## config.mk

```make
export PLATFORM = sky130hd
export DESIGN_NAME = irq_prio_vectorer
export DESIGN_NICKNAME = d
export VERILOG_FILES = /design/src/rtl/irqc_pkg.sv /design/src/rtl/irqc_regs.sv /design/src/rtl/irqc_arbiter.sv /design/src/rtl/irqc_outgen.sv /design/src/rtl/irq_prio_vectorer.sv
export SDC_FILE = /design/constraint.sdc
export NUM_CORES = 1
export LEC_CHECK = 0
export BUFFER_PORTS_ARGS = -buffer_cell sky130_fd_sc_hd__buf_4
export CORE_MARGIN = 1
export CORE_UTILIZATION = 55
export DETAILED_ROUTE_END_ITERATION = 8
export PLACE_DENSITY = 0.79
export SETUP_SLACK_MARGIN = 0.2
export SYNTH_ARGS = -nofsm -noshare
export SYNTH_HDL_FRONTEND = slang
export SYNTH_HIERARCHICAL = 1
export SYNTH_SLANG_ARGS = --single-unit
```

## constraint.sdc

```tcl
create_clock -name clk -period 51.5 [get_ports clk]
set_input_delay 0 -clock clk [delete_from_list [all_inputs] [get_ports clk]]
set_output_delay 0 -clock clk [all_outputs]
set_load 0.01 [all_outputs]
```

## src/rtl/irqc_pkg.sv

```systemverilog
package irqc_pkg;

    localparam int unsigned ADDR_W   = 8;
    localparam int unsigned DATA_W   = 16;

    localparam logic [ADDR_W-1:0] CTRL_BASE = 8'h14;
    localparam logic [ADDR_W-1:0] MASK_ADDR = 8'h36;
    localparam logic [ADDR_W-1:0] PEND_ADDR = 8'h3A;
    localparam logic [ADDR_W-1:0] WDV_ADDR  = 8'h42;
    localparam logic [ADDR_W-1:0] SERA_ADDR = 8'h44;
    localparam logic [ADDR_W-1:0] SERB_ADDR = 8'h45;

    localparam int unsigned WDOG_SRC = 8;
    localparam int unsigned SERA_SRC = 12;
    localparam int unsigned SERB_SRC = 13;

    localparam logic [15:0] MASK_RST    = 16'h3FFE;
    localparam logic [7:0]  VEC_RST     = 8'h0F;
    localparam logic [7:0]  VEC_DEFAULT = 8'h0F;
    localparam logic [7:0]  AUTO_BASE   = 8'd24;
    localparam logic [4:0]  MIN_WEIGHT  = 5'd4;

    typedef struct packed {
        logic [2:0] level;
        logic [7:0] vector;
    } irqc_out_t;

    function automatic logic [7:0] ctrl_reset(int unsigned n);
        if (n >= 1 && n <= 7)       return 8'(n * 4);
        else if (n == 8)            return 8'h1C;
        else if (n >= 9 && n <= 11) return 8'h80;
        else                        return 8'h00;
    endfunction

endpackage

```

## src/rtl/irqc_regs.sv

```systemverilog
module irqc_regs
    import irqc_pkg::*;
#(
    parameter int unsigned NUM_SRC = 13
) (
    input  logic                          clk,
    input  logic                          rst_n,
    input  logic [NUM_SRC:1]              src_req_i,
    input  logic                          wr_i,
    input  logic [ADDR_W-1:0]             addr_i,
    input  logic [DATA_W-1:0]             wdata_i,
    output logic [DATA_W-1:0]             rdata_o,
    output logic [NUM_SRC:1][7:0]         ctrl_o,
    output logic [15:0]                   mask_o,
    output logic [NUM_SRC:1]              pend_o,
    output logic [7:0]                    wdv_o,
    output logic [7:0]                    sera_o,
    output logic [7:0]                    serb_o
);

    localparam int unsigned PAD_W = DATA_W - NUM_SRC - 1;

    typedef struct packed {
        logic [NUM_SRC:1][7:0] ctrl;
        logic [15:0]           mask;
        logic [NUM_SRC:1]      pend;
        logic [7:0]            wdv;
        logic [7:0]            sera;
        logic [7:0]            serb;
    } regs_t;

    regs_t regs_d, regs_q;

    always_comb begin
        regs_d      = regs_q;
        regs_d.pend = src_req_i;
        if (wr_i) begin
            unique case (addr_i)
                MASK_ADDR: regs_d.mask = wdata_i;
                WDV_ADDR:  regs_d.wdv  = wdata_i[7:0];
                SERA_ADDR: regs_d.sera = wdata_i[7:0];
                SERB_ADDR: regs_d.serb = wdata_i[7:0];
                default: begin
                    for (int n = 1; n <= NUM_SRC; n++) begin
                        if (addr_i == ADDR_W'(int'(CTRL_BASE) + n - 1))
                            regs_d.ctrl[n] = wdata_i[7:0];
                    end
                end
            endcase
        end
    end

    always_ff @(posedge clk) begin
        if (!rst_n) begin
            for (int n = 1; n <= NUM_SRC; n++)
                regs_q.ctrl[n] <= ctrl_reset(n);
            regs_q.mask <= MASK_RST;
            regs_q.pend <= '0;
            regs_q.wdv  <= VEC_RST;
            regs_q.sera <= VEC_RST;
            regs_q.serb <= VEC_RST;
        end else begin
            regs_q <= regs_d;
        end
    end

    always_comb begin
        rdata_o = '0;
        unique case (addr_i)
            MASK_ADDR: rdata_o = regs_q.mask;
            PEND_ADDR: rdata_o = {{PAD_W{1'b0}}, regs_q.pend, 1'b0};
            WDV_ADDR:  rdata_o = {8'h00, regs_q.wdv};
            SERA_ADDR: rdata_o = {8'h00, regs_q.sera};
            SERB_ADDR: rdata_o = {8'h00, regs_q.serb};
            default: begin
                for (int n = 1; n <= NUM_SRC; n++) begin
                    if (addr_i == ADDR_W'(int'(CTRL_BASE) + n - 1))
                        rdata_o = {8'h00, regs_q.ctrl[n]};
                end
            end
        endcase
    end

    assign ctrl_o = regs_q.ctrl;
    assign mask_o = regs_q.mask;
    assign pend_o = regs_q.pend;
    assign wdv_o  = regs_q.wdv;
    assign sera_o = regs_q.sera;
    assign serb_o = regs_q.serb;


    pend_follow_chk: assert property (@(posedge clk) disable iff (!rst_n)
        $past(rst_n) |-> (regs_q.pend == $past(src_req_i)));


    mask_write_chk: assert property (@(posedge clk) disable iff (!rst_n)
        (wr_i && addr_i == MASK_ADDR) |=> (regs_q.mask == $past(wdata_i)));

endmodule

```

## src/rtl/irqc_arbiter.sv

```systemverilog
module irqc_arbiter #(
    parameter int unsigned NUM_SRC = 13,
    localparam int unsigned IDX_W  = $clog2(NUM_SRC + 1)
) (
    input  logic                  clk,
    input  logic                  rst_n,
    input  logic [NUM_SRC:1][7:0] ctrl_i,
    input  logic [NUM_SRC:1]      pend_i,
    input  logic [15:0]           mask_i,
    output logic [IDX_W-1:0]      win_idx_o,
    output logic [4:0]            win_val_o
);

    logic [4:0]       best_val [0:NUM_SRC];
    logic [IDX_W-1:0] best_idx [0:NUM_SRC];
    logic [NUM_SRC:1] active;

    assign best_val[0] = '0;
    assign best_idx[0] = '0;

    for (genvar g = 1; g <= NUM_SRC; g++) begin : g_stage
        logic take;
        assign active[g]   = pend_i[g] & ~mask_i[g];
        assign take        = active[g] && (ctrl_i[g][4:0] > best_val[g-1]);
        assign best_val[g] = take ? ctrl_i[g][4:0] : best_val[g-1];
        assign best_idx[g] = take ? IDX_W'(g)      : best_idx[g-1];


        weight_max_chk: assert property (@(posedge clk) disable iff (!rst_n)
            active[g] |-> (ctrl_i[g][4:0] <= win_val_o));


        tie_low_chk: assert property (@(posedge clk) disable iff (!rst_n)
            (active[g] && ctrl_i[g][4:0] == win_val_o && win_val_o != 5'd0)
                |-> (win_idx_o <= IDX_W'(g)));
    end

    assign win_val_o = best_val[NUM_SRC];
    assign win_idx_o = best_idx[NUM_SRC];

endmodule

```

## src/rtl/irqc_outgen.sv

```systemverilog
module irqc_outgen
    import irqc_pkg::*;
#(
    parameter int unsigned NUM_SRC = 13,
    localparam int unsigned IDX_W  = $clog2(NUM_SRC + 1)
) (
    input  logic                  clk,
    input  logic                  rst_n,
    input  logic [NUM_SRC:1][7:0] ctrl_i,
    input  logic [IDX_W-1:0]      win_idx_i,
    input  logic [4:0]            win_val_i,
    input  logic [7:0]            wdv_i,
    input  logic [7:0]            sera_i,
    input  logic [7:0]            serb_i,
    output logic [2:0]            level_o,
    output logic [7:0]            vector_o
);

    irqc_out_t out_d, out_q;
    logic [7:0] win_ctrl;

    always_comb begin
        win_ctrl = '0;
        for (int n = 1; n <= NUM_SRC; n++) begin
            if (win_idx_i == IDX_W'(n))
                win_ctrl = ctrl_i[n];
        end
    end

    always_comb begin
        out_d = '0;
        if (win_val_i >= MIN_WEIGHT) begin
            out_d.level = win_ctrl[4:2];
            if (win_ctrl[7]) begin
                out_d.vector = AUTO_BASE + {5'b0, win_ctrl[4:2]};
            end else if (win_idx_i == IDX_W'(WDOG_SRC)) begin
                out_d.vector = wdv_i;
            end else if (win_idx_i == IDX_W'(SERA_SRC)) begin
                out_d.vector = sera_i;
            end else if (win_idx_i == IDX_W'(SERB_SRC)) begin
                out_d.vector = serb_i;
            end else begin
                out_d.vector = VEC_DEFAULT;
            end
        end
    end

    always_ff @(posedge clk) begin
        if (!rst_n) out_q <= '0;
        else        out_q <= out_d;
    end

    assign level_o  = out_q.level;
    assign vector_o = out_q.vector;


    quiet_below_chk: assert property (@(posedge clk) disable iff (!rst_n)
        ($past(win_val_i) < MIN_WEIGHT) |-> (out_q.level == 3'd0 && out_q.vector == 8'd0));


    autovec_chk: assert property (@(posedge clk) disable iff (!rst_n)
        (out_q.level != 3'd0 && $past(win_ctrl[7]))
            |-> (out_q.vector == AUTO_BASE + {5'b0, out_q.level}));

endmodule

```

## src/rtl/irq_prio_vectorer.sv

```systemverilog
module irq_prio_vectorer
    import irqc_pkg::*;
#(
    parameter int unsigned NUM_SRC = 13,
    localparam int unsigned IDX_W  = $clog2(NUM_SRC + 1)
) (
    input  logic               clk,
    input  logic               rst_n,
    input  logic [NUM_SRC:1]   src_req_i,
    input  logic               reg_wr_i,
    input  logic [ADDR_W-1:0]  reg_addr_i,
    input  logic [DATA_W-1:0]  reg_wdata_i,
    output logic [DATA_W-1:0]  reg_rdata_o,
    output logic [2:0]         irq_level_o,
    output logic [7:0]         irq_vector_o
);

    logic [NUM_SRC:1][7:0] ctrl;
    logic [15:0]           mask;
    logic [NUM_SRC:1]      pend;
    logic [7:0]            wdv, sera, serb;
    logic [IDX_W-1:0]      win_idx;
    logic [4:0]            win_val;

    irqc_regs #(.NUM_SRC(NUM_SRC)) i_regs (
        .clk      (clk),
        .rst_n    (rst_n),
        .src_req_i(src_req_i),
        .wr_i     (reg_wr_i),
        .addr_i   (reg_addr_i),
        .wdata_i  (reg_wdata_i),
        .rdata_o  (reg_rdata_o),
        .ctrl_o   (ctrl),
        .mask_o   (mask),
        .pend_o   (pend),
        .wdv_o    (wdv),
        .sera_o   (sera),
        .serb_o   (serb)
    );

    irqc_arbiter #(.NUM_SRC(NUM_SRC)) i_arb (
        .clk      (clk),
        .rst_n    (rst_n),
        .ctrl_i   (ctrl),
        .pend_i   (pend),
        .mask_i   (mask),
        .win_idx_o(win_idx),
        .win_val_o(win_val)
    );

    irqc_outgen #(.NUM_SRC(NUM_SRC)) i_out (
        .clk      (clk),
        .rst_n    (rst_n),
        .ctrl_i   (ctrl),
        .win_idx_i(win_idx),
        .win_val_i(win_val),
        .wdv_i    (wdv),
        .sera_i   (sera),
        .serb_i   (serb),
        .level_o  (irq_level_o),
        .vector_o (irq_vector_o)
    );

endmodule

```

## Word-level counts from Yosys, hierarchy flattened

Index checks and enable logic that the tools add are counted.

| storage, ports and cells | value |
|---|---|
| register bits | 168 |
| bits of input ports | 40 |
| word-level logic and storage cells | 182 |
| output and inout bits | 27 |

| operators by class | value |
|---|---|
| reductions and logical operators | 32 |
| $add $sub $neg | 1 |
| multiplexer cells | 57 |
| bitwise gates (word level) | 27 |
| equality and inequality tests | 31 |
| order comparisons | 14 |

Operators by type and width:

| operator | number |
|---|---|
| $mux W8 | 30 |
| $eq A8 B5 Y1 const B | 12 |
| $pmux W16 S5 | 1 |
| $mux W5 | 13 |
| $gt A5 B5 Y1 | 12 |
| $mux W4 | 12 |
| $reduce_and A3 Y1 | 13 |
| $eq A4 B4 Y1 const B | 6 |
| $eq A8 B6 Y1 const B | 3 |
| $eq A8 B7 Y1 const B | 3 |
| $eq A4 B3 Y1 const B | 4 |
| $not A1 Y1 | 14 |
| $and A1 B1 Y1 | 13 |
| $logic_and A1 B1 Y1 | 13 |
| $reduce_and A2 Y1 | 5 |
| $eq A4 B2 Y1 const B | 2 |
| $add A5 B3 Y6 const A | 1 |
| $ge A5 B3 Y1 const B | 1 |
| $gt A5 B1 Y1 const B | 1 |
| $eq A4 B1 Y1 const B | 1 |
| $reduce_or A4 Y1 | 1 |
| $mux W1 | 1 |

## Logic depth before layout (Yosys ltp)

Gate-level depths: netlist (run 1).

| depth | value |
|---|---|
| depth in word-level cells | 56 |
| mapped depth | 116 |
| gate-level depth less buffers | 110 |

## Modules after synthesis

Netlist (run 1), hierarchy kept.

Modules (own cells, without submodules):

| module | area each (µm²) | cells an instance | times used |
|---|---|---|---|
| irqc_regs | 7,643.6 | 915 | 1 |
| irqc_arbiter | 3,293.2 | 462 | 1 |
| irqc_outgen | 1,202.4 | 153 | 1 |

## Worst setup path after synthesis (run 1)

OpenSTA, ideal clock, no wires.

| timing path | value |
|---|---|
| path kind | register to register |
| from | register, netlist name i_regs/pend_o[1] |
| to | register i_out.out_q, in the netlist i_out/vector_o[0] |
| slack | 30,713 ps |
| path buffers | 5 |
| arrival | 20,670 ps |
| cell stages (with the launch flop) | 107 |
| period minus slack after synthesis | 20,787 ps |
| setup time | 117 ps |
| cells stage by stage | dfxtp_1 nor2b_1 nand2_1 ha_1 a21oi_1 o21ai_2 o21ai_1 nand3_1 o21ai_0 inv_1 ha_1 and3_1 o21a_1 o21ai_1 mux2i_1 ha_1 nand3_1 nor2_1 [... 71 more ...] clkbuf_1 mux2_2 ha_1 nor2b_1 o21a_1 o21ai_0 nand2b_1 a21oi_1 nor4b_1 or2_2 or3_1 buf_2 or4b_1 buf_2 o22ai_2 o31ai_1 a21boi_4 o22a_1 |

| on the way | value |
|---|---|
| word-level cells in the longest chain between the ends | 55 |

Ends and longest elaborated chain:

| item | line | source |
|---|---|---|
| $and A1 B1 Y1 (*) | irqc_arbiter.sv:23 | `assign active[g] = pend_i[g] & ~mask_i[g];` |
| $logic_and A1 B1 Y1 (*) | irqc_arbiter.sv:24 | `assign take = active[g] && (ctrl_i[g][4:0] > best_val[g-1]);` |
| $mux W5 (*) | irqc_arbiter.sv:25 | `assign best_val[g] = take ? ctrl_i[g][4:0] : best_val[g-1];` |
| $gt A5 B5 Y1 | irqc_arbiter.sv:24 |  |
| $logic_and A1 B1 Y1 | irqc_arbiter.sv:24 |  |
| $mux W5 (*) | irqc_arbiter.sv:25 |  |
| $gt A5 B5 Y1 | irqc_arbiter.sv:24 |  |
| $logic_and A1 B1 Y1 | irqc_arbiter.sv:24 |  |
| [... 28 more ...] | n/a |  |
| $gt A5 B5 Y1 | irqc_arbiter.sv:24 |  |
| $logic_and A1 B1 Y1 | irqc_arbiter.sv:24 |  |
| $mux W4 (*) | irqc_arbiter.sv:26 | `assign best_idx[g] = take ? IDX_W'(g) : best_idx[g-1];` |
| net win_idx[3] | irq_prio_vectorer.sv:22 | `logic [IDX_W-1:0] win_idx;` |
| $eq A4 B1 Y1 | irqc_outgen.sv:25 | `if (win_idx_i == IDX_W'(n))` |
| $mux W8 (13 in series) | irqc_outgen.sv:25 |  |
| $add A5 B3 Y6 | irqc_outgen.sv:35 | `out_d.vector = AUTO_BASE + {5'b0, win_ctrl[4:2]};` |
| $mux W8 (*) | irqc_outgen.sv:34 | `if (win_ctrl[7]) begin` |
| end signal, assigned | irqc_outgen.sv:50 | `else out_q <= out_d;` |
| end, declared | irqc_outgen.sv:19 | `irqc_out_t out_d, out_q;` |

Mark *: on every way through the listed nets, which the timed path passes. The rest lies on a longest branch.
A chain may end at the register's enable or synchronous reset.

## Worst setup path in the final report (run 1)

| timing path | value |
|---|---|
| from | register, netlist name i_regs/pend_o[1] |
| to | register i_out.out_q, in the netlist i_out/vector_o[1] |

| on the way | value |
|---|---|
| word-level cells in the longest chain between the ends | 55 |

Ends and longest elaborated chain:

| item | line |
|---|---|
| $and A1 B1 Y1 (*) | irqc_arbiter.sv:23 |
| $logic_and A1 B1 Y1 (*) | irqc_arbiter.sv:24 |
| $mux W5 (*) | irqc_arbiter.sv:25 |
| $gt A5 B5 Y1 | irqc_arbiter.sv:24 |
| $logic_and A1 B1 Y1 | irqc_arbiter.sv:24 |
| $mux W5 (*) | irqc_arbiter.sv:25 |
| $gt A5 B5 Y1 | irqc_arbiter.sv:24 |
| $logic_and A1 B1 Y1 | irqc_arbiter.sv:24 |
| [... 28 more ...] | n/a |
| $gt A5 B5 Y1 | irqc_arbiter.sv:24 |
| $logic_and A1 B1 Y1 | irqc_arbiter.sv:24 |
| $mux W4 (*) | irqc_arbiter.sv:26 |
| net win_idx[3] | irq_prio_vectorer.sv:22 |
| $eq A4 B1 Y1 | irqc_outgen.sv:25 |
| $mux W8 (13 in series) | irqc_outgen.sv:25 |
| $add A5 B3 Y6 | irqc_outgen.sv:35 |
| $mux W8 (*) | irqc_outgen.sv:34 |

Marked as above.

==> results of run 1 <==
==> power breakdown <==
part,total [mW],internal (mW),switching (mW)
logic,0.0235,0.00862,0.0148
clock network,0.135,0.0707,0.0644
registers,0.131,0.131,0.000598
total,0.290,0.210,0.0798
==> cells in the final DEF (no fill, tap or decap), types with 22 or more instances in the layout <==
cell type / count
nand2_1: 207
nand3_1: 171
dfxtp_1: 168
buf_4: 80
a21oi_1: 66
inv_1: 63
a21boi_0: 63
nor2_1: 61
o21ai_0: 53
mux2i_1: 47
ha_1: 44
nor2b_1: 40
mux2_2: 30
dlygate4sd3_1: 29
o211ai_1: 25
a21boi_1: 24
and2_1: 22
==> flip-flops by register name, summed over array words and instances, names as in the netlist <==
name	cells
i_regs/mask_o	16
i_out/level_o	3
i_regs/sera_o	8
i_regs/wdv_o	8
i_regs/pend_o	13
i_regs/serb_o	8
i_regs/ctrl_o	104
i_out/vector_o	8
==> cell type report <==
cell class / count / share of cell area (%)
Timing Repair Buffer: 109 / 6.64
Sequential cell: 168 / 25.1
Clock inverter: 15 / 1.49
Multi-Input combinational cell: 1187 / 59.3
Tap cell: 275 / 2.56
Clock buffer: 17 / 3.17
Inverter: 65 / 1.82
==> worst max-delay path: cells and delay by family (launching register included) <==
family | cells | cell delay, ns
and+or+nand+nor | 36 | 8.80
AOI/OAI and AO/OA | 40 | 8.77
adders and majority gates | 12 | 3.36
muxes | 6 | 2.23
buffers and inverters | 7 | 0.57
DFF | 1 | 0.36
==> per-layer routing <==
layer | part of all wire (%) | up-vias | GRT usage, %
met3 | 10 | 127 | 7.06
li1 | - | 5596 | -
met2 | 44 | 704 | 53.5
met5 | 0 | - | 0
met4 | 5.1 | 0 | 18.0
met1 | 41 | 5732 | 46.7
==> final timing paths <==
kind / cells after the start / from / to
hold / removal: 3 / reg_wr_i / i_regs/wdv_o[6]$_SDFFE_PN0P_
setup reg to reg: 101 / i_regs/pend_o[1]$_SDFF_PN0_ / i_out/vector_o[1]$_SDFF_PN0_
setup / recovery: 101 / i_regs/pend_o[1]$_SDFF_PN0_ / i_out/vector_o[1]$_SDFF_PN0_
hold reg to reg: 2 / i_regs/ctrl_o[21]$_SDFFE_PN0P_ / i_regs/ctrl_o[21]$_SDFFE_PN0P_
==> what timing repair did <==
action / in CTS / in global routing
gates resized for setup: 0 / 0
hold buffers: 29 / 0
setup buffers: 0 / 0
endpoints found under the hold margin: 111 / 0
==> results.yml, run 1 <==
worst_setup_path:
  cp-start-kind: "flop"
  path_common_cell: "ha_1"
  critical_path_class: "reg2reg"
  crit_arrival_ns: 24.58
  cp-end-kind: "flop"
  worst-path-max-fanout: 18
  cpMaxStageDelayCell: "nor4b_2"
  required_ns: 51.88
  reg2reg_slack_ns: 27.30
  slowest_delay_ns: 0.81
sta:
  fin_ws_ns: 27.30
  timing.final.max_slew_violations: 0
  post-route-min-period_ns: 24.20
  max_clock_freq_mhz: 41.3
  hold_viol_final: 0
  worstMarginPinSlew_ns: 1.18
  fin_skew_ns: 0.0151
  tns_ns: 0
  rsz0062_at_grt: "no"
  fin_crit_sh_pct: 47.0
  worst_hold_slack_ns: 0.0370
  maxSlewHeadroom_pct: 21.3
  setup_viol_count_final: 0
placement:
  port_buffers: 66
  pre_cts_slack_ns: 27.86
  placed_cell_area_mm2: 0.0125
  hpwl_um: 27400
  place_congestion: 0.974
  dp_cells: 1775
logic_synthesis:
  ys_warn_count: 6
  syn-cell-area_mm2: 0.0121
  syn_inst: 1524
  syn-num-nets: 1608
  postSynthAreaPerCell_um2: 7.94
route:
  wl_per_cell_um: 21.5
  ant_nets: 0
  routed_wl_um: 39500
  drt_first_pass_iters: 6
  vias: 12159
  drtIter0Drc: 1370
  route.detailed.drc: 0
  viasPerCell: 6.62
power_and_ir_drop:
  vdd_drop_max_mv: 0.0211
  power_mw: 0.290
  p_leak_nw: 5.01
  powerDensity_mw_per_mm2: 21.6
final_layout:
  drive_gt1_share_pct: 14.0
  final_util_pct: 63.0
  layout.cells.non_filler: 1836
  multiInputGateArea_mm2: 0.00795
  final_area_mm2: 0.0134
  finalNetCount: 1632
  regArea_mm2: 0.00336
  diodes: 0
  area_delta_synth_final_pct: 10.9
  n_fill_cell: 1820
cts:
  tritoncts: "done"
  htreeDepth: 4
  cts_max_path_buffers: 2
  cts_buffers: 17
  clock-root-buffer: "clkbuf_16"
  cts.sinks: 168
  worstSkewPairLatency_ns: 0.44
  clkTransAtPathRegs_ns: 0.08
run:
  cap_viol_max_count: 0
global_route:
  grt_start_max_net_pins: 81
  gr-total-overflow: 0
  antenna_found_initial: 0
  track_usage_pct: 35.1
  grt_pass1_wl_um: 61100
  grt_pass1_vias: 11112
die:
  core_area_mm2: 0.0213
  die_area_mm2: 0.0226
  die_h_um: 150
  die-width_um: 150
  rows: 53
  initial_core_util_pct: 56.9
  num_io_pins: 67
min_path:
  worst_hold_path_type: "in2reg"
run_status:
  status: "finished, final reports clean"
No activity file was read; power rests on OpenSTA's default activity.
==> run 2, diff against run 1 <==
--- a/config.mk
+++ b/config.mk
@@ -9,7 +9,7 @@
 export CORE_MARGIN = 1
 export CORE_UTILIZATION = 55
 export DETAILED_ROUTE_END_ITERATION = 8
-export PLACE_DENSITY = 0.79
+export PLACE_DENSITY = 0.82
 export SETUP_SLACK_MARGIN = 0.2
 export SYNTH_ARGS = -nofsm -noshare
 export SYNTH_HDL_FRONTEND = slang
==> constraint.sdc (replaced) <==
create_clock -name clk -period 20.7 [get_ports clk]
set_input_delay 0 -clock clk [delete_from_list [all_inputs] [get_ports clk]]
set_output_delay 0 -clock clk [all_outputs]
set_load 0.01 [all_outputs]
==> run 2 against run 1 <==
Final cell count grew 6.3%. Via count grew 7.5%. Worst hold slack gained 0.0032 ns. Wire length grew 13%. Power grew 140%. Critical path depth grew 5. Sequential share of layout area shrank 2.7 points. Critical path type unchanged. Critical endpoint unchanged.
==> results.yml, run 2 (synthesized netlist as in run 1, its figures left out) <==
run_status:
  status: "finished, final reports clean"
die:
  core_area_mm2: 0.0213
  initial_core_util_pct: 56.9
  die_area_mm2: 0.0226
  rows: 53
  die_h_um: 150
  num_io_pins: 67
  die-width_um: 150
cts:
  cts_max_path_buffers: 2
  tritoncts: "done"
  cts_buffers: 17
  clkTransAtPathRegs_ns: 0.08
  worstSkewPairLatency_ns: 0.44
  htreeDepth: 4
  clock-root-buffer: "clkbuf_16"
  cts.sinks: 168
sta:
  timing.final.max_slew_violations: 0
  worstMarginPinSlew_ns: 1.17
  maxSlewHeadroom_pct: 21.7
  hold_viol_final: 0
  post-route-min-period_ns: 20.42
  rsz0062_at_grt: "yes"
  setup_viol_count_final: 0
  tns_ns: 0
  max_clock_freq_mhz: 49.0
  fin_skew_ns: 0.0133
  fin_crit_sh_pct: 98.6
final_layout:
  largest_reg_flops: 104
  layout.cells.non_filler: 1952
  n_fill_cell: 1588
  multiInputGateArea_mm2: 0.00871
  layout_commonest_cell: "nand2_1"
  final_util_pct: 70.8
  area_delta_synth_final_pct: 24.5
  final_cell_mix: "nand2_1 (199), buf_4 (183), nand3_1 (167)"
  finalNetCount: 1748
  diodes: 0
  drive_gt1_share_pct: 26.8
  regArea_mm2: 0.00337
global_route:
  grt_start_max_net_pins: 82
  grt_pass1_wl_um: 64300
  track_usage_pct: 37.1
  grt_pass1_vias: 11690
  antenna_found_initial: 0
  gr-total-overflow: 0
placement:
  hpwl_um: 29000
  port_buffers: 66
  dp_cells: 1816
  place_congestion: 1.02
route:
  ant_nets: 0
  drt_first_pass_iters: 6
  vias: 13075
  wl_per_cell_um: 22.9
  drtIter0Drc: 1588
  routed_wl_um: 44800
  viasPerCell: 6.70
  route.detailed.drc: 0
worst_setup_path:
  critical_path_class: "reg2reg"
  reg2reg_slack_ns: 0.28
  path_common_cell: "ha_4"
  cp-end-kind: "flop"
  worst-path-max-fanout: 7
  cp-start-kind: "flop"
  cpMaxStageDelayCell: "or4_4"
  required_ns: 21.07
  crit_arrival_ns: 20.79
  slowest_delay_ns: 0.56
run:
  cap_viol_max_count: 0
power_and_ir_drop:
  p_leak_nw: 5.71
  powerDensity_mw_per_mm2: 47.0
  vdd_drop_max_mv: 0.0615
min_path:
  worst_hold_path_type: "in2reg"
## run 2: cell types whose count changed in the layout (fill, tap and decap cells not counted), sizes merged, moves of 2 or more
cell      before  now
inv           72   69
buf           80  192
clkbuf        17   21
clkinvlp       0    3
clkinv         7    5
## run 2: cell type report
class,instances,share of cell area (%)
inverter,65,1.69
tap,275,2.28
clock buffer,19,2.94
sequential,168,22.3
timing repair buffer,223,12.1
clock inverter,13,0.888
multi-input combinational,1189,57.8
## run 2: report_power, final
group          switching, mW  internal, mW
clock network          0.149         0.172
registers            0.00157         0.325
logic                 0.0383        0.0224
total                  0.188         0.519
## run 2: final timing paths
check,start,end,cells after the start
worst max register to register,i_regs/pend_o[1]$_SDFF_PN0_,i_out/vector_o[1]$_SDFF_PN0_,106
worst max-delay path,i_regs/pend_o[1]$_SDFF_PN0_,i_out/vector_o[1]$_SDFF_PN0_,106
worst min-delay path,reg_wr_i,i_regs/wdv_o[2]$_SDFFE_PN1P_,3
worst min register to register,i_regs/ctrl_o[14]$_SDFFE_PN0P_,i_regs/ctrl_o[14]$_SDFFE_PN0P_,2
## run 2: what timing repair did
| action | in CTS | in global routing |
|---|---|---|
| buffers inserted | 20 | 51 |
| hold buffers | 29 | 0 |
| resized for setup | 40 | 137 |
| setup endpoints to repair | 11 | 11 |
| pin swaps | 11 | 95 |
| gates cloned | 1 | 3 |
| endpoints found under the hold margin | 97 | 0 |
## run 2: routing by layer
metal	vias to the layer above	wire, µm	global-route usage [%]
li1	5816	-	-
met3	178	4690	6.67
met4	0	2230	16.6
met1	6219	17200	48.7
met2	862	20600	59.1
met5	-	0	0
## run 2: per-stage QoR
stage	power (mW)	hold WS (ns)	worst slack (ns)	instance area, µm²
4_1_cts	0.704	0.0282	0.203	14000
5_1_grt	0.721	0.0547	-0.628	15100
2_1_floorplan	0.367	0.122	0.215	12100
6_report	0.708	0.0402	0.280	15100
3_3_place_gp	0.386	0.208	0.0413	12800
3_5_place_dp	0.386	0.211	-0.621	12800
## run 2: critical path: cells and delay by family (launching register included)
family	cells	cell delay [ns]
AOI/OAI and AO/OA	42	7.25
buffers and inverters	11	1.22
and+or+nand+nor	36	6.82
adders and majority gates	12	3.11
DFF	1	0.36
muxes	5	1.52
